[src/rtl/sio_pkg.sv]
package sio_pkg;
  localparam int CHAR_W = 8;
  typedef logic [CHAR_W-1:0] char_t;
  typedef enum logic [2:0] {AT_IDLE, AT_START, AT_DATA, AT_PAR, AT_STOP} async_st_e;
endpackage

[src/rtl/sio_fifo.sv]
module sio_fifo #(
  parameter int DEPTH = 4,
  parameter int WIDTH = 8
) (
  input  logic             clk,
  input  logic             rst_n,
  input  logic             push,
  input  logic [WIDTH-1:0] push_data,
  input  logic             pop,
  output logic [WIDTH-1:0] head,
  output logic             empty,
  output logic             full
);
  localparam int AW = (DEPTH > 1) ? $clog2(DEPTH) : 1;
  localparam int CW = $clog2(DEPTH + 1);

  logic [WIDTH-1:0] mem_q [DEPTH];
  logic [AW-1:0]    wp_q, wp_d, rp_q, rp_d;
  logic [CW-1:0]    cnt_q, cnt_d;
  logic             do_push, do_pop;

  function automatic logic [AW-1:0] ptr_inc(input logic [AW-1:0] p);
    return (p == AW'(DEPTH - 1)) ? '0 : p + 1'b1;
  endfunction

  assign full    = (cnt_q == CW'(DEPTH));
  assign empty   = (cnt_q == '0);
  assign do_push = push & ~full;
  assign do_pop  = pop & ~empty;
  assign head    = mem_q[rp_q];

  always_comb begin
    wp_d  = wp_q;
    rp_d  = rp_q;
    cnt_d = cnt_q;
    if (do_push) wp_d = ptr_inc(wp_q);
    if (do_pop)  rp_d = ptr_inc(rp_q);
    case ({do_push, do_pop})
      2'b10:   cnt_d = cnt_q + 1'b1;
      2'b01:   cnt_d = cnt_q - 1'b1;
      default: cnt_d = cnt_q;
    endcase
  end

  always_ff @(posedge clk or negedge rst_n) begin
    if (!rst_n) begin
      wp_q  <= '0;
      rp_q  <= '0;
      cnt_q <= '0;
    end else begin
      wp_q  <= wp_d;
      rp_q  <= rp_d;
      cnt_q <= cnt_d;
    end
  end

  always_ff @(posedge clk) begin
    if (do_push) mem_q[wp_q] <= push_data;
  end

  // R4 (transmit) and R5 (receive): writes into a full queue are dropped
  a_r4_full_push_dropped: assert property (@(posedge clk) disable iff (!rst_n)
    (push && !pop && full) |=> (cnt_q == CW'(DEPTH)));
  // popping an empty queue leaves it empty
  a_r5_empty_pop_ignored: assert property (@(posedge clk) disable iff (!rst_n)
    (pop && !push && empty) |=> (cnt_q == '0));
endmodule

[src/rtl/sio_async_tx.sv]
module sio_async_tx
  import sio_pkg::*;
#(
  parameter int OVERSAMPLE = 16
) (
  input  logic  clk,
  input  logic  rst_n,
  input  logic  en,
  input  logic  tick,
  input  logic  char7,
  input  logic  par_en,
  input  logic  par_odd,
  input  logic  q_empty,
  input  char_t q_head,
  output logic  q_pop,
  output logic  txd_o
);
  localparam int TKW = $clog2(OVERSAMPLE);

  async_st_e      st_q, st_d;
  logic [TKW-1:0] tk_q, tk_d;
  logic [2:0]     bit_q, bit_d;
  char_t          sh_q, sh_d;
  logic           par_q, par_d;
  logic           last_tk, last_bit;
  char_t          mask;

  assign mask     = char7 ? char_t'(8'h7F) : char_t'(8'hFF);
  assign last_tk  = (tk_q == TKW'(OVERSAMPLE - 1));
  assign last_bit = (bit_q == (char7 ? 3'd6 : 3'd7));

  always_comb begin
    st_d  = st_q;
    tk_d  = tk_q;
    bit_d = bit_q;
    sh_d  = sh_q;
    par_d = par_q;
    q_pop = 1'b0;
    if (st_q == AT_IDLE) begin
      if (en && !q_empty) begin
        q_pop = 1'b1;
        sh_d  = q_head;
        par_d = (^(q_head & mask)) ^ par_odd;
        st_d  = AT_START;
        tk_d  = '0;
        bit_d = '0;
      end
    end else if (tick) begin
      tk_d = tk_q + 1'b1;
      if (last_tk) begin
        tk_d = '0;
        case (st_q)
          AT_START: st_d = AT_DATA;
          AT_DATA: begin
            sh_d  = sh_q >> 1;
            bit_d = bit_q + 1'b1;
            if (last_bit) st_d = par_en ? AT_PAR : AT_STOP;
          end
          AT_PAR:  st_d = AT_STOP;
          default: st_d = AT_IDLE;
        endcase
      end
    end
  end

  always_ff @(posedge clk or negedge rst_n) begin
    if (!rst_n) begin
      st_q  <= AT_IDLE;
      tk_q  <= '0;
      bit_q <= '0;
      sh_q  <= '0;
      par_q <= 1'b0;
    end else begin
      st_q  <= st_d;
      tk_q  <= tk_d;
      bit_q <= bit_d;
      sh_q  <= sh_d;
      par_q <= par_d;
    end
  end

  always_comb begin
    case (st_q)
      AT_START: txd_o = 1'b0;
      AT_DATA:  txd_o = sh_q[0];
      AT_PAR:   txd_o = par_q;
      default:  txd_o = 1'b1;
    endcase
  end

  // inside a frame the line only moves on a timing tick
  a_r2_bit_hold: assert property (@(posedge clk) disable iff (!rst_n)
    (st_q != AT_IDLE && !tick) |=> $stable(txd_o));
endmodule

[src/rtl/sio_async_rx.sv]
module sio_async_rx
  import sio_pkg::*;
#(
  parameter int OVERSAMPLE = 16
) (
  input  logic  clk,
  input  logic  rst_n,
  input  logic  en,
  input  logic  tick,
  input  logic  char7,
  input  logic  par_en,
  input  logic  par_odd,
  input  logic  rxd_s,
  output logic  done,
  output char_t data,
  output logic  ferr,
  output logic  perr
);
  localparam int TKW = $clog2(OVERSAMPLE);
  localparam logic [TKW-1:0] MID = TKW'(OVERSAMPLE / 2 - 1);

  async_st_e      st_q, st_d;
  logic [TKW-1:0] tk_q, tk_d;
  logic [2:0]     bit_q, bit_d;
  char_t          sh_q, sh_d;
  logic           pe_q, pe_d;
  logic           last_tk, last_bit;

  assign last_tk  = (tk_q == TKW'(OVERSAMPLE - 1));
  assign last_bit = (bit_q == (char7 ? 3'd6 : 3'd7));
  assign data     = char7 ? {1'b0, sh_q[7:1]} : sh_q;

  always_comb begin
    st_d  = st_q;
    tk_d  = tk_q;
    bit_d = bit_q;
    sh_d  = sh_q;
    pe_d  = pe_q;
    done  = 1'b0;
    ferr  = 1'b0;
    perr  = 1'b0;
    if (tick) begin
      tk_d = tk_q + 1'b1;
      case (st_q)
        AT_IDLE: begin
          tk_d = '0;
          if (en && !rxd_s) st_d = AT_START;
        end
        AT_START: begin
          if (tk_q == MID) begin
            tk_d  = '0;
            bit_d = '0;
            pe_d  = 1'b0;
            st_d  = rxd_s ? AT_IDLE : AT_DATA;
          end
        end
        AT_DATA: begin
          if (last_tk) begin
            tk_d  = '0;
            sh_d  = {rxd_s, sh_q[7:1]};
            bit_d = bit_q + 1'b1;
            if (last_bit) st_d = par_en ? AT_PAR : AT_STOP;
          end
        end
        AT_PAR: begin
          if (last_tk) begin
            tk_d = '0;
            pe_d = rxd_s ^ (^data) ^ par_odd;
            st_d = AT_STOP;
          end
        end
        default: begin
          if (last_tk) begin
            tk_d = '0;
            done = 1'b1;
            ferr = ~rxd_s;
            perr = pe_q;
            st_d = AT_IDLE;
          end
        end
      endcase
    end
  end

  always_ff @(posedge clk or negedge rst_n) begin
    if (!rst_n) begin
      st_q  <= AT_IDLE;
      tk_q  <= '0;
      bit_q <= '0;
      sh_q  <= '0;
      pe_q  <= 1'b0;
    end else begin
      st_q  <= st_d;
      tk_q  <= tk_d;
      bit_q <= bit_d;
      sh_q  <= sh_d;
      pe_q  <= pe_d;
    end
  end
endmodule

[src/rtl/sio_sync_xfer.sv]
module sio_sync_xfer
  import sio_pkg::*;
(
  input  logic  clk,
  input  logic  rst_n,
  input  logic  en,
  input  logic  master,
  input  logic  tick,
  input  logic  sck_s,
  input  logic  rdy_s,
  input  logic  rxd,
  input  logic  q_empty,
  input  char_t q_head,
  output logic  q_pop,
  output logic  sck_o,
  output logic  txd_o,
  output logic  done,
  output char_t rdata
);
  logic       act_q, act_d;
  logic       sck_q, sck_d;
  logic       prev_q;
  logic [2:0] cnt_q, cnt_d;
  char_t      tsh_q, tsh_d, rsh_q, rsh_d;
  logic       fall, rise;

  assign fall  = prev_q & ~sck_s;
  assign rise  = ~prev_q & sck_s;
  assign sck_o = sck_q;
  assign txd_o = act_q ? tsh_q[0] : 1'b1;
  assign rdata = rsh_d;

  always_comb begin
    act_d = act_q;
    sck_d = sck_q;
    cnt_d = cnt_q;
    tsh_d = tsh_q;
    rsh_d = rsh_q;
    q_pop = 1'b0;
    done  = 1'b0;
    if (master) begin
      if (!act_q) begin
        sck_d = 1'b1;
        if (en && tick && !rdy_s && !q_empty) begin
          q_pop = 1'b1;
          tsh_d = q_head;
          act_d = 1'b1;
          sck_d = 1'b0;
          cnt_d = '0;
        end
      end else if (tick) begin
        if (!sck_q) begin
          sck_d = 1'b1;
          rsh_d = {rxd, rsh_q[7:1]};
          cnt_d = cnt_q + 1'b1;
          if (cnt_q == 3'd7) begin
            act_d = 1'b0;
            done  = 1'b1;
          end
        end else begin
          sck_d = 1'b0;
          tsh_d = tsh_q >> 1;
        end
      end
    end else begin
      sck_d = 1'b1;
      if (en && fall) begin
        if (!act_q) begin
          act_d = 1'b1;
          cnt_d = '0;
          q_pop = ~q_empty;
          tsh_d = q_empty ? char_t'(8'hFF) : q_head;
        end else begin
          tsh_d = tsh_q >> 1;
        end
      end
      if (en && rise && act_q) begin
        rsh_d = {rxd, rsh_q[7:1]};
        cnt_d = cnt_q + 1'b1;
        if (cnt_q == 3'd7) begin
          act_d = 1'b0;
          done  = 1'b1;
        end
      end
    end
  end

  always_ff @(posedge clk or negedge rst_n) begin
    if (!rst_n) begin
      act_q  <= 1'b0;
      sck_q  <= 1'b1;
      prev_q <= 1'b1;
      cnt_q  <= '0;
      tsh_q  <= '0;
      rsh_q  <= '0;
    end else begin
      act_q  <= act_d;
      sck_q  <= sck_d;
      prev_q <= sck_s;
      cnt_q  <= cnt_d;
      tsh_q  <= tsh_d;
      rsh_q  <= rsh_d;
    end
  end

  // a master that sees ready high does not begin a byte
  a_r11_wait_ready: assert property (@(posedge clk) disable iff (!rst_n)
    (en && master && !act_q && rdy_s) |=> !act_q);
  // an idle master keeps its clock high
  a_r10_idle_clock_high: assert property (@(posedge clk) disable iff (!rst_n)
    (master && !act_q && !act_d) |=> sck_q);
endmodule

[src/rtl/sio_channel.sv]
module sio_channel
  import sio_pkg::*;
#(
  parameter int OVERSAMPLE  = 16,
  parameter int RX_DEPTH    = 4,
  parameter int TX_DEPTH    = 2,
  parameter int SYNC_STAGES = 2
) (
  input  logic       clk,
  input  logic       rst_n,
  input  logic       mode_sync,
  input  logic       sync_master,
  input  logic       char7,
  input  logic       par_en,
  input  logic       par_odd,
  input  logic       baud_tick,
  input  logic       wr_en,
  input  logic [7:0] wr_data,
  input  logic       rd_en,
  output logic [7:0] rd_data,
  input  logic       err_clr,
  output logic       tx_empty,
  output logic       rx_avail,
  output logic       rx_err,
  output logic       txd,
  input  logic       rxd,
  output logic       sck_n_o,
  output logic       sck_n_oe,
  input  logic       sck_n_i,
  output logic       rdy_n_o,
  output logic       rdy_n_oe,
  input  logic       rdy_n_i
);
  localparam int NSYNC = 3;

  // input synchronizers: bit 0 rxd, bit 1 serial clock, bit 2 ready
  logic [NSYNC-1:0] stg_q [SYNC_STAGES];
  logic [NSYNC-1:0] sync_w;

  always_ff @(posedge clk or negedge rst_n) begin
    if (!rst_n) begin
      for (int s = 0; s < SYNC_STAGES; s++) stg_q[s] <= '1;
    end else begin
      stg_q[0] <= {rdy_n_i, sck_n_i, rxd};
      for (int s = 1; s < SYNC_STAGES; s++) stg_q[s] <= stg_q[s-1];
    end
  end
  assign sync_w = stg_q[SYNC_STAGES-1];

  // transmit queue
  char_t tx_head;
  logic  tx_q_empty, tx_q_full, tx_pop;
  logic  at_pop, sy_pop;

  sio_fifo #(.DEPTH(TX_DEPTH), .WIDTH(CHAR_W)) u_txq (
    .clk(clk), .rst_n(rst_n), .push(wr_en), .push_data(wr_data), .pop(tx_pop),
    .head(tx_head), .empty(tx_q_empty), .full(tx_q_full)
  );
  assign tx_pop   = mode_sync ? sy_pop : at_pop;
  assign tx_empty = tx_q_empty;

  // asynchronous path
  logic  at_txd, ar_done, ar_ferr, ar_perr;
  char_t ar_data;

  sio_async_tx #(.OVERSAMPLE(OVERSAMPLE)) u_atx (
    .clk(clk), .rst_n(rst_n), .en(~mode_sync), .tick(baud_tick), .char7(char7),
    .par_en(par_en), .par_odd(par_odd), .q_empty(tx_q_empty), .q_head(tx_head),
    .q_pop(at_pop), .txd_o(at_txd)
  );

  sio_async_rx #(.OVERSAMPLE(OVERSAMPLE)) u_arx (
    .clk(clk), .rst_n(rst_n), .en(~mode_sync), .tick(baud_tick), .char7(char7),
    .par_en(par_en), .par_odd(par_odd), .rxd_s(sync_w[0]), .done(ar_done),
    .data(ar_data), .ferr(ar_ferr), .perr(ar_perr)
  );

  // synchronous path
  logic  sy_sck, sy_txd, sy_done;
  char_t sy_data;

  sio_sync_xfer u_sync (
    .clk(clk), .rst_n(rst_n), .en(mode_sync), .master(sync_master), .tick(baud_tick),
    .sck_s(sync_w[1]), .rdy_s(sync_w[2]), .rxd(rxd), .q_empty(tx_q_empty),
    .q_head(tx_head), .q_pop(sy_pop), .sck_o(sy_sck), .txd_o(sy_txd),
    .done(sy_done), .rdata(sy_data)
  );

  // receive queue
  logic  rx_push, rx_q_empty, rx_q_full, rx_overrun;
  char_t rx_in;

  assign rx_push    = mode_sync ? sy_done : ar_done;
  assign rx_in      = mode_sync ? sy_data : ar_data;
  assign rx_overrun = rx_push & rx_q_full;

  sio_fifo #(.DEPTH(RX_DEPTH), .WIDTH(CHAR_W)) u_rxq (
    .clk(clk), .rst_n(rst_n), .push(rx_push), .push_data(rx_in), .pop(rd_en),
    .head(rd_data), .empty(rx_q_empty), .full(rx_q_full)
  );
  assign rx_avail = ~rx_q_empty;

  // sticky error flag
  logic err_q, err_d, err_set;
  assign err_set = rx_overrun | (~mode_sync & ar_done & (ar_ferr | ar_perr));

  always_comb begin
    err_d = err_q;
    if (err_clr) err_d = 1'b0;
    if (err_set) err_d = 1'b1;
  end

  always_ff @(posedge clk or negedge rst_n) begin
    if (!rst_n) err_q <= 1'b0;
    else        err_q <= err_d;
  end
  assign rx_err = err_q;

  // line outputs
  assign txd      = mode_sync ? sy_txd : at_txd;
  assign sck_n_o  = sy_sck;
  assign sck_n_oe = mode_sync & sync_master;
  assign rdy_n_o  = rx_q_full;
  assign rdy_n_oe = mode_sync & ~sync_master;

  // the error flag holds until cleared
  a_r9_err_sticky: assert property (@(posedge clk) disable iff (!rst_n)
    (rx_err && !err_clr) |=> rx_err);
  // a character landing on a full receive queue raises the flag
  a_r6_overrun_flag: assert property (@(posedge clk) disable iff (!rst_n)
    (rx_push && rx_q_full) |=> rx_err);
  // the transmit queue never drains while no transmitter pops it
  a_r4_hold_without_pop: assert property (@(posedge clk) disable iff (!rst_n)
    (tx_q_full && !tx_pop) |=> !tx_q_empty);
endmodule

[config.mk]
export PLATFORM = sky130hd
export DESIGN_NAME = sio_channel
export DESIGN_NICKNAME = d
export VERILOG_FILES = /design/src/rtl/sio_pkg.sv /design/src/rtl/sio_fifo.sv /design/src/rtl/sio_async_tx.sv /design/src/rtl/sio_async_rx.sv /design/src/rtl/sio_sync_xfer.sv /design/src/rtl/sio_channel.sv
export SDC_FILE = /design/constraint.sdc
export NUM_CORES = 1
export LEC_CHECK = 0
export BUFFER_PORTS_ARGS = -buffer_cell sky130_fd_sc_hd__buf_2
export CAP_MARGIN = 10
export CORE_ASPECT_RATIO = 1.4
export CORE_MARGIN = 10
export CORE_UTILIZATION = 35
export CTS_CLUSTER_DIAMETER = 50
export CTS_CLUSTER_SIZE = 40
export DETAILED_ROUTE_END_ITERATION = 10
export HOLD_SLACK_MARGIN = 0.12
export MAX_ROUTING_LAYER = met4
export PLACE_DENSITY_LB_ADDON = 0.1
export SYNTH_ARGS = -nofsm -noshare
export SYNTH_HDL_FRONTEND = slang
export SYNTH_SLANG_ARGS = --single-unit
[constraint.sdc]
create_clock -name clk -period 4.6 [get_ports clk]
set_clock_uncertainty 0.2 [all_clocks]
set_input_delay 0.92 -clock clk [delete_from_list [all_inputs] [get_ports clk]]
set_output_delay 0.92 -clock clk [all_outputs]
set_load 0.01 [all_outputs]
==> impl_table.tex <==
\begin{tabular}{lr}
\hline
Metric & Value \\
\hline
\multicolumn{2}{l}{\textbf{Status}} \\
\quad Status & completed \\
\multicolumn{2}{l}{\textbf{Critical path}} \\
\quad Maximum cell stage delay along the critical path & 0.72 ns \\
\quad Worst EP required & 3.48 ns \\
\quad Element type at the critical path end & output port \\
\quad Critical Path Start Type & flop \\
\quad Cell Chain, Critical Path & mux4\_2, buf\_2 \\
\quad Kind of critical path & reg -> out \\
\quad Maximum net fanout on the critical path & 11 \\
\quad Cell with the largest stage delay on the worst path & dfrtp\_1 \\
\quad Endpoint arrival time on the critical path & 1.87 ns \\
\multicolumn{2}{l}{\textbf{Routing}} \\
\quad Post-route antenna net violation count & 0 \\
\quad Total wirelength of the detailed-routed design & 12120 um \\
\quad Drt first-iter violations & 100 \\
\quad Total via count after detailed routing & 3701 \\
\quad Residual DRC & 0 \\
\quad DR WL/cell & 16.10 um \\
\quad Detailed-routing iteration count for the pre-antenna-repair pass & 4 \\
\quad Routed vias/inst & 4.915 \\
\multicolumn{2}{l}{\textbf{Floorplanning}} \\
\quad Horizontal die dimension & 130.6 um \\
\quad Number of cell rows & 56 \\
\quad Vert. Die Dim & 174.8 um \\
\quad Initial Utilization & 0.3563 \\
\quad Number of primary I/O pins & 38 \\
\quad Total die area & 22820 um2 \\
\quad Placeable Area & 16820 um2 \\
\multicolumn{2}{l}{\textbf{Synth}} \\
\quad Fraction of the mapped netlist area in compound gates & 0.09691 \\
\quad Fraction of registers with async set or reset after synthesis & 0.6190 \\
\quad Largest cells by area after synthesis & dfrtp\_1, edfxtp\_1, mux2\_2, dfstp\_2, mux2i\_1 \\
\quad Area fraction in and, or, nand and nor cells after synthesis & 0.1119 \\
\quad Proportion of synthesized area in mux cells & 0.1178 \\
\quad Post-synth design cell area & 5991 um2 \\
\quad Leading area contributor after synthesis & dfrtp\_1 \\
\quad Post-synth EDFFs & 48 \\
\quad Flip-flop and latch count after synthesis & 126 \\
\quad Most common flop cell mapped by yosys & dfrtp\_1 \\
\quad Fraction of synthesized cell area taken by the top area cell type & 0.2924 \\
\quad Total of warnings raised by yosys & 0 \\
\quad Post-synthesis xor/xnor area fraction & 0.04616 \\
\quad Main combinational cell family by area after synthesis & multiplexers \\
\quad Post-synthesis sequential area ratio & 0.5681 \\
\quad Gate count after technology mapping & 500 \\
\quad Count of cell types in the netlist & 57 \\
\quad Adder-Cell Fraction of Synth Area & 0.03049 \\
\quad Mean Syn Cell Area & 11.98 um2 \\
\quad Synthesized net count & 536 \\
\multicolumn{2}{l}{\textbf{Clock tree}} \\
\quad CTS Buf Count & 17 \\
\quad Clock-pin slew on the worst setup and hold paths & 0.06 ns \\
\quad Root buffer cell & clkbuf\_16 \\
\quad Total number of clock tree sinks & 126 \\
\quad Clock latency at the later pin of the worst-skew pair & 0.41 ns \\
\quad TritonCTS clock tree & yes \\
\quad CTS H-tree depth & 4 \\
\quad Post-CTS Setup Bufs & 0 \\
\quad Resized Gates After CTS & 0 \\
\quad Total of hold buffers inserted after clock tree synthesis & 0 \\
\quad Clock buffer depth & 2 \\
\multicolumn{2}{l}{\textbf{Finish}} \\
\quad Fillcell total & 1600 \\
\quad Antenna diode instance count & 0 \\
\quad Net count, final & 573 \\
\quad Layout cells sized above 1 & 0.2109 \\
\quad Most frequent cells in the layout & dfrtp\_1, edfxtp\_1, nand2\_1 \\
\quad Most frequent standard cell in the layout excluding fill and tap cells & dfrtp\_1 \\
\quad Area added between synthesis and finish & 15.98\% \\
\multicolumn{2}{l}{\textbf{Timing}} \\
\quad Final worst-path cycle share & 0.6502 \\
\quad Max-slew headroom & 0.5087 \\
\quad Setup repair after global routing missed its margin & false \\
\quad Worst-margin pin slew & 0.7369 ns \\
\quad Max Fclk & 334.3 MHz \\
\quad Final min period & 2.991 ns \\
\quad Post-Route Setup TNS & 0 ns \\
\quad Hold Fails Final Rpt & 0 \\
\quad Worst hold slack & 0.1532 ns \\
\quad Setup violations, final & 0 \\
\quad Count of final max-slew check failures & 0 \\
\multicolumn{2}{l}{\textbf{Power and ir drop}} \\
\quad Leakage & 0.002953 uW \\
\quad VDD IR max & 0.2286 mV \\
\quad Power density over cell area & 572.5 nW/um2 \\
\multicolumn{2}{l}{\textbf{Global route}} \\
\quad Grt ovf & 0 \\
\quad Number of global-route vias before repair & 4065 \\
\quad Global routing met1 resource utilization & 0.1223 \\
\quad Wire length of the first global-routing pass & 20850 um \\
\quad All-layer global routing usage & 0.1207 \\
\quad Most Crowded Layer GR & met2 \\
\quad Met2 demand-to-capacity share in global routing & 0.2112 \\
\quad Met3 GRT Util & 0.03817 \\
\quad Largest net degree at the start of global routing & 57 \\
\quad Number of antenna violations at the first check in global routing & 0 \\
\multicolumn{2}{l}{\textbf{Placed design}} \\
\quad IO buf count & 37 \\
\quad RePlAce Congestion & 0.7370 \\
\quad Post-detail-place hpwl & 8965 um \\
\multicolumn{2}{l}{\textbf{Min path}} \\
\quad Tightest Hold Check Type & reg -> reg \\
\multicolumn{2}{l}{\textbf{Flow run}} \\
\quad Count of max-cap constraint violations & 0 \\
\hline
\end{tabular}
-- power by group --
group          internal [uW]  total, uW  switching (uW)  leakage [uW]
logic                    504        993             489       0.00128
clock network            819       1290             473      0.000287
registers               1430       1690             257       0.00139
-- cells in the mapped netlist, drive strengths merged, types with 3 or more instances --
cell / instances
nor3: 8
or3: 4
xor2: 8
dfstp: 8
nand3: 8
inv: 22
a21oi: 27
mux2i: 21
nor4: 3
xnor2: 21
buf: 9
nand2: 43
a21o: 14
and2: 8
edfxtp: 48
dfrtp: 70
ha: 13
o21ai: 33
o31ai: 3
nor2b: 14
clkbuf: 13
mux2: 28
nand2b: 4
nor2: 34
mux4: 8
-- worst paths after layout --
kind / startpoint / to / slack (ns) / cells after the start
setup / recovery: u_rxq.rp_q[0] / rd_data[7] / 1.61 / 2
hold / removal: stg_q[4] / sync_w[1] / 0.15 / 0
setup reg to reg: u_arx.tk_q[0] / u_rxq.cnt_q[2] / 1.88 / 12
hold reg to reg: stg_q[4] / sync_w[1] / 0.15 / 0
max in group asynchronous: rst_n / stg_q[4] / 2.99 / 2
min in group asynchronous: rst_n / u_txq.wp_q / 0.37 / 1
-- sequential cells by signal, summed over array words and instances (netlist names), 4 cells and up --
signal / count
u_rxq.mem_q: 32
u_txq.mem_q: 16
u_arx.sh_q: 8
u_atx.sh_q: 8
u_sync.rsh_q: 8
u_sync.tsh_q: 8
u_arx.tk_q: 4
u_atx.tk_q: 4
-- worst max-delay path: cells and delay by family, from the launching register on --
kind / cells / cell delay (ns)
mux: 1 / 0.58
flops: 1 / 0.72
buf+inv: 1 / 0.15
-- layer usage --
metal  wire (um)  vias to the layer above
li1            -                     1845
met1        4757                     1791
met2        6696                       49
met3         463                       16
met4         205                        0
met5           0                        -
-- layout make-up --
cell class                 instances  area (um2)  area share
sequential                       126        3403      0.4898
clock buffer                      23       500.5     0.07203
clock inverter                     9       81.33     0.01171
timing repair buffer              40       210.2     0.03025
multi-input combinational        330        2416      0.3477
inverter                          22       82.58     0.01189
tap                              203       254.0     0.03656
-- logic make-up after synthesis --
group	after synthesis
xor gates and xnor gates	30
muxes	57
AOI/OAI and AO/OA	94
buffers and inverters	44
adders and majority gates	14
DFF	126
and+or+nand+nor	135
-- metrics by stage --
step / area (um2) / instances / setup WS, ns / util / power, uW
detailed placement: 6366 / 721 / 1.417 / 0.3786 / 2736
global placement: 6366 / 721 / 1.433 / 0.3786 / 2705
floorplan: 5991 / 500 / 1.650 / - / 2438
global route: 6948 / 753 / 1.455 / 0.4132 / 4278
CTS: 6948 / 753 / 1.513 / 0.4132 / 4054
finish: 6948 / 753 / 1.609 / 0.4132 / 3977
(Power assumes the default switching activity.)
